==> src/rtl/isc_pkg.sv <==
package isc_pkg;

   typedef enum logic [2:0] {
      CLS_OTHER = 3'd0,
      CLS_MUL   = 3'd1,
      CLS_DIV   = 3'd2,
      CLS_LOAD  = 3'd3,
      CLS_STORE = 3'd4
   } iclass_e;

   // Map a raw 3-bit code onto a class; unknown codes fold to CLS_OTHER.
   function automatic iclass_e decode_cls(input logic [2:0] code);
      case (code)
         3'd1:    return CLS_MUL;
         3'd2:    return CLS_DIV;
         3'd3:    return CLS_LOAD;
         3'd4:    return CLS_STORE;
         default: return CLS_OTHER;
      endcase
   endfunction

endpackage

==> src/rtl/isc_class_reg.sv <==
module isc_class_reg
   import isc_pkg::*;
(
   input  logic    clk,
   input  logic    rst_n,
   input  logic    flush,
   input  logic    issue,
   input  iclass_e cls_in,
   output iclass_e cls_q
);

   // Recorded class of the last issued instruction
   always_ff @(posedge clk or negedge rst_n) begin
      if (!rst_n)      cls_q <= CLS_OTHER;
      else if (flush)  cls_q <= CLS_OTHER;
      else if (issue)  cls_q <= cls_in;
   end

endmodule

==> src/rtl/isc_rules.sv <==
module isc_rules
   import isc_pkg::*;
#(
   parameter bit MUL_PIPELINED = 1'b1
)(
   input  iclass_e last_cls,
   input  iclass_e next_cls,
   input  logic    next_legal,
   input  logic    next_nop,
   input  logic    mul_busy,
   input  logic    div_busy,
   input  logic    lsu_busy,
   input  logic    lsu_stall_req,
   output logic    stall
);

   logic real_op;
   logic mul_match;
   logic rule_stall;

   // Only a legal, non-NOP instruction can trigger a transition rule
   assign real_op = next_legal & ~next_nop;

   generate
      if (MUL_PIPELINED) begin : g_mul_stream
         // Multiply followed by a different class waits
         assign mul_match = (last_cls == CLS_MUL) & real_op & (next_cls != CLS_MUL);
      end else begin : g_mul_block
         // Non-pipelined multiplier: block like the divider
         assign mul_match = (last_cls == CLS_MUL);
      end
   endgenerate

   // First matching rule wins: multiply, divide, load, store
   always_comb begin
      rule_stall = 1'b0;
      if (mul_match) begin
         rule_stall = mul_busy;
      end else if (last_cls == CLS_DIV) begin
         rule_stall = div_busy;
      end else if ((last_cls == CLS_LOAD) & real_op & (next_cls != CLS_LOAD)) begin
         rule_stall = lsu_busy;
      end else if ((last_cls == CLS_STORE) & real_op & (next_cls != CLS_STORE)) begin
         rule_stall = lsu_busy;
      end
   end

   assign stall = rule_stall | lsu_stall_req;

endmodule

==> src/rtl/issue_stall_ctrl.sv <==
module issue_stall_ctrl
   import isc_pkg::*;
#(
   parameter int CLS_W         = 3,
   parameter bit MUL_PIPELINED = 1'b1
)(
   input  logic             clk,
   input  logic             rst_n,
   input  logic             flush,
   input  logic             next_legal,
   input  logic             next_nop,
   input  logic [CLS_W-1:0] next_cls,
   input  logic             mul_busy,
   input  logic             div_busy,
   input  logic             lsu_busy,
   input  logic             lsu_stall_req,
   output logic             stall,
   output logic [CLS_W-1:0] last_cls
);

   localparam int CODE_W = 3;

   if (CLS_W < CODE_W) begin : g_bad_width
      $error("issue_stall_ctrl: CLS_W must be at least 3");
   end

   logic        hi_clear;
   iclass_e     next_dec;
   iclass_e     rec_cls;
   iclass_e     cls_q;
   logic        issue;
   logic [2:0]  cls_bits;

   generate
      if (CLS_W > CODE_W) begin : g_wide
         assign hi_clear = ~|next_cls[CLS_W-1:CODE_W];
      end else begin : g_narrow
         assign hi_clear = 1'b1;
      end
   endgenerate

   // Unknown or out-of-range codes fold to class 0
   assign next_dec = hi_clear ? decode_cls(next_cls[CODE_W-1:0]) : CLS_OTHER;
   // An issued NOP records class 0
   assign rec_cls  = next_nop ? CLS_OTHER : next_dec;
   assign issue    = next_legal & ~stall;

   isc_class_reg u_reg (
      .clk    (clk),
      .rst_n  (rst_n),
      .flush  (flush),
      .issue  (issue),
      .cls_in (rec_cls),
      .cls_q  (cls_q)
   );

   isc_rules #(.MUL_PIPELINED(MUL_PIPELINED)) u_rules (
      .last_cls      (cls_q),
      .next_cls      (next_dec),
      .next_legal    (next_legal),
      .next_nop      (next_nop),
      .mul_busy      (mul_busy),
      .div_busy      (div_busy),
      .lsu_busy      (lsu_busy),
      .lsu_stall_req (lsu_stall_req),
      .stall         (stall)
   );

   assign cls_bits = cls_q;
   assign last_cls = CLS_W'(cls_bits);

endmodule

==> config.mk <==
export PLATFORM = sky130hd
export DESIGN_NAME = issue_stall_ctrl
export DESIGN_NICKNAME = d
export VERILOG_FILES = /design/src/rtl/isc_pkg.sv /design/src/rtl/isc_class_reg.sv /design/src/rtl/isc_rules.sv /design/src/rtl/issue_stall_ctrl.sv
export SDC_FILE = /design/constraint.sdc
export NUM_CORES = 1
export LEC_CHECK = 0
export BUFFER_PORTS_ARGS = -buffer_cell sky130_fd_sc_hd__buf_2
export CORE_AREA = 5 5 42 44
export CTS_CLUSTER_DIAMETER = 100
export DETAILED_ROUTE_END_ITERATION = 8
export DIE_AREA = 0 0 47 49
export GPL_ROUTABILITY_DRIVEN = 1
export GPL_TIMING_DRIVEN = 1
export HOLD_SLACK_MARGIN = 0.03
export SYNTH_ARGS = -nofsm -noshare
export SYNTH_HDL_FRONTEND = slang
export SYNTH_SLANG_ARGS = --single-unit
==> constraint.sdc <==
create_clock -name clk -period 2.1 [get_ports clk]
set_clock_uncertainty 0.1 [all_clocks]
set_input_delay 0.105 -clock clk [delete_from_list [all_inputs] [get_ports clk]]
set_output_delay 0.105 -clock clk [all_outputs]
set_load 0.02 [all_outputs]
==> results.json <==
{
  "outcome": "finished clean",
  "cts_resized": 0,
  "clk_pin_slew_ns": 0.04,
  "synthMuxAreaShare_pct": 15.7,
  "synth-xor-area-share_pct": 3.06,
  "ys_seq_area_share_pct": 26.2,
  "layout_min_cycle_time_ns": 1.76,
  "netlist_instances": 26,
  "totalWireLength_um": 762,
  "synthFlopType": "dfrtp_1",
  "post_cts_buffers": 0,
  "die_x_um": 47,
  "ir_worst_vdd_uv": 142,
  "n_antenna_cell": 0,
  "largest_register_ff_count": 3,
  "ys_warn_count": 0,
  "hold_buffers": 1,
  "async_reset_ff_share_pct": 100,
  "root_buffer": "clkbuf_4",
  "overflow": 0,
  "cts.sinks": 3,
  "coreArea_um2": 1400,
  "report.power.total_mw": 0.200,
  "p_leak_nw": 0.202,
  "nets": 59,
  "synth-seq-cells": 3,
  "start_util_pct": 20.4,
  "h-tree-depth": 1,
  "avgViaCountPerCell": 4.66,
  "grt_pass1_vias": 258,
  "cts_tree": "yes",
  "dr.pass1.iters": 3,
  "syn_area_um2": 287,
  "synthAdderAreaFrac_pct": 0,
  "io_pins": 16,
  "drcViolationCount": 0,
  "fin_crit_sh_pct": 83.7,
  "place_hpwl_um": 636,
  "hold_viol": 0,
  "antenna_found_initial": 0,
  "grt_usage_pct": 7.56,
  "grt_pass1_wl_mm": 1.21,
  "avgSynthCellArea_um2": 11.0,
  "insertion_delay_ns": 0.23,
  "synth_top_family_by_area": "simple AND/OR/NAND/NOR gates",
  "die_area_um2": 2300,
  "drv_slew": 0,
  "tightestPinTransition_ns": 0.345,
  "synth_compound_area_share_pct": 8.30,
  "rows": 14,
  "setup_viol_count_final": 0,
  "ant_nets": 0,
  "routedWlPerCell_um": 12.3,
  "ys_types": 18,
  "port_buffers": 15,
  "drt_iter0_drc": 1,
  "syn-num-nets": 38,
  "yosys.area_share.simple_pct": 44.1,
  "syn2layout_area_growth_pct": 45.9,
  "max_freq_mhz": 569,
  "p_per_area_nw_per_um2": 479,
  "place_congestion": 0.684,
  "mostFrequentLayoutCell": "buf_2",
  "top_regs": "u_reg.cls_q (3)",
  "die_y_um": 49,
  "max_cap_violations": 0,
  "hp-class": "primary input to asynchronous set/reset pin",
  "critPathKind": "register to primary output",
  "setup.worst_path.start_class": "register",
  "slew_headroom_pct": 76.9,
  "cp_max_fo": 6,
  "cp.required_ns": 1.89,
  "rsz0062_at_grt": "no",
  "tns_ns": 0,
  "endpoint_kind": "primary output",
  "largest_register": "u_reg.cls_q",
  "crit_arrival_ns": 1.55,
  "layout_common_cells": "15 x buf_2, 3 x mux2i_1, 3 x clkbuf_4, 3 x dfrtp_1",
  "layout-drive-gt1-share_pct": 54.3,
  "grt_max_degree": 7,
  "via_count": 289,
  "clockBufferDepth": 2,
  "cts-buffers-inserted": 3,
  "synth_edf_count": 0
}
path summary, 6_finish.rpt:
path,slack (ns),cells after the start,startpoint,to
max,0.34,5,u_reg.cls_q[1],stall
min,0.1,2,rst_n,u_reg.cls_q[2]
max reg2reg,0.37,4,u_reg.cls_q[1],u_reg.cls_q[2]
min reg2reg,0.52,2,u_reg.cls_q[0],u_reg.cls_q[0]
max in group asynchronous,1.69,2,rst_n,u_reg.cls_q[0]
min in group clk,0.10,3,next_cls[2],u_reg.cls_q[0]
layer usage:
metal	up-vias	part of all wire (%)	track usage [%]
li1	141	-	-
met1	129	44	11.1
met2	17	39	7.92
met3	2	15	2.58
met4	0	2.6	6.91
met5	-	0	0
logic make-up after synthesis:
logic type | Yosys count
AO/OA/AOI/OAI | 2
XOR/XNOR | 1
buffers and inverters | 2
flip-flops | 3
multiplexers | 4
AND/OR/NAND/NOR | 14
synth_stat cells, drive strengths merged (2+ instances only):
cell type,instances,share of area [%]
nor2,2,2.6
nand2b,2,4.4
or4b,2,7.0
mux2i,3,10
dfrtp,3,26
inv,2,2.6
where the power goes:
part | internal [mW] | switching (mW) | total [mW]
logic | 0.0199 | 0.0186 | 0.0385
clock network | 0.0712 | 0.0299 | 0.101
registers | 0.0590 | 0.00142 | 0.0605
metrics by stage:
step / hold slack, ns / setup slack [ns] / instance area, um^2 / utilization (%) / std cells
6_report: 0.0970 / 0.343 / 418 / 29.8 / 62
5_1_grt: 0.0966 / 0.257 / 418 / 29.8 / 62
2_1_floorplan: -0.291 / 0.381 / 287 / - / 26
3_5_place_dp: -0.197 / 0.354 / 382 / 27.2 / 57
3_3_place_gp: -0.198 / 0.387 / 382 / 27.2 / 57
4_1_cts: 0.0963 / 0.335 / 418 / 29.8 / 62
worst max-delay path, cell delays in order (launching register included):
cell	delay, ns
dfrtp_1	0.45
xnor2_1	0.17
a311oi_2	0.38
nor2_1	0.09
nand2_1	0.07
buf_2	0.15
cell type report:
type / count / area [um^2]
Clock buffer: 4 / 26.3
Fill cell: 163 / 983
Inverter: 2 / 7.51
Multi-Input combinational cell: 21 / 204
Sequential cell: 3 / 75.1
Tap cell: 16 / 20.0
Timing Repair Buffer: 16 / 85.1
(Power assumes the default switching activity.)
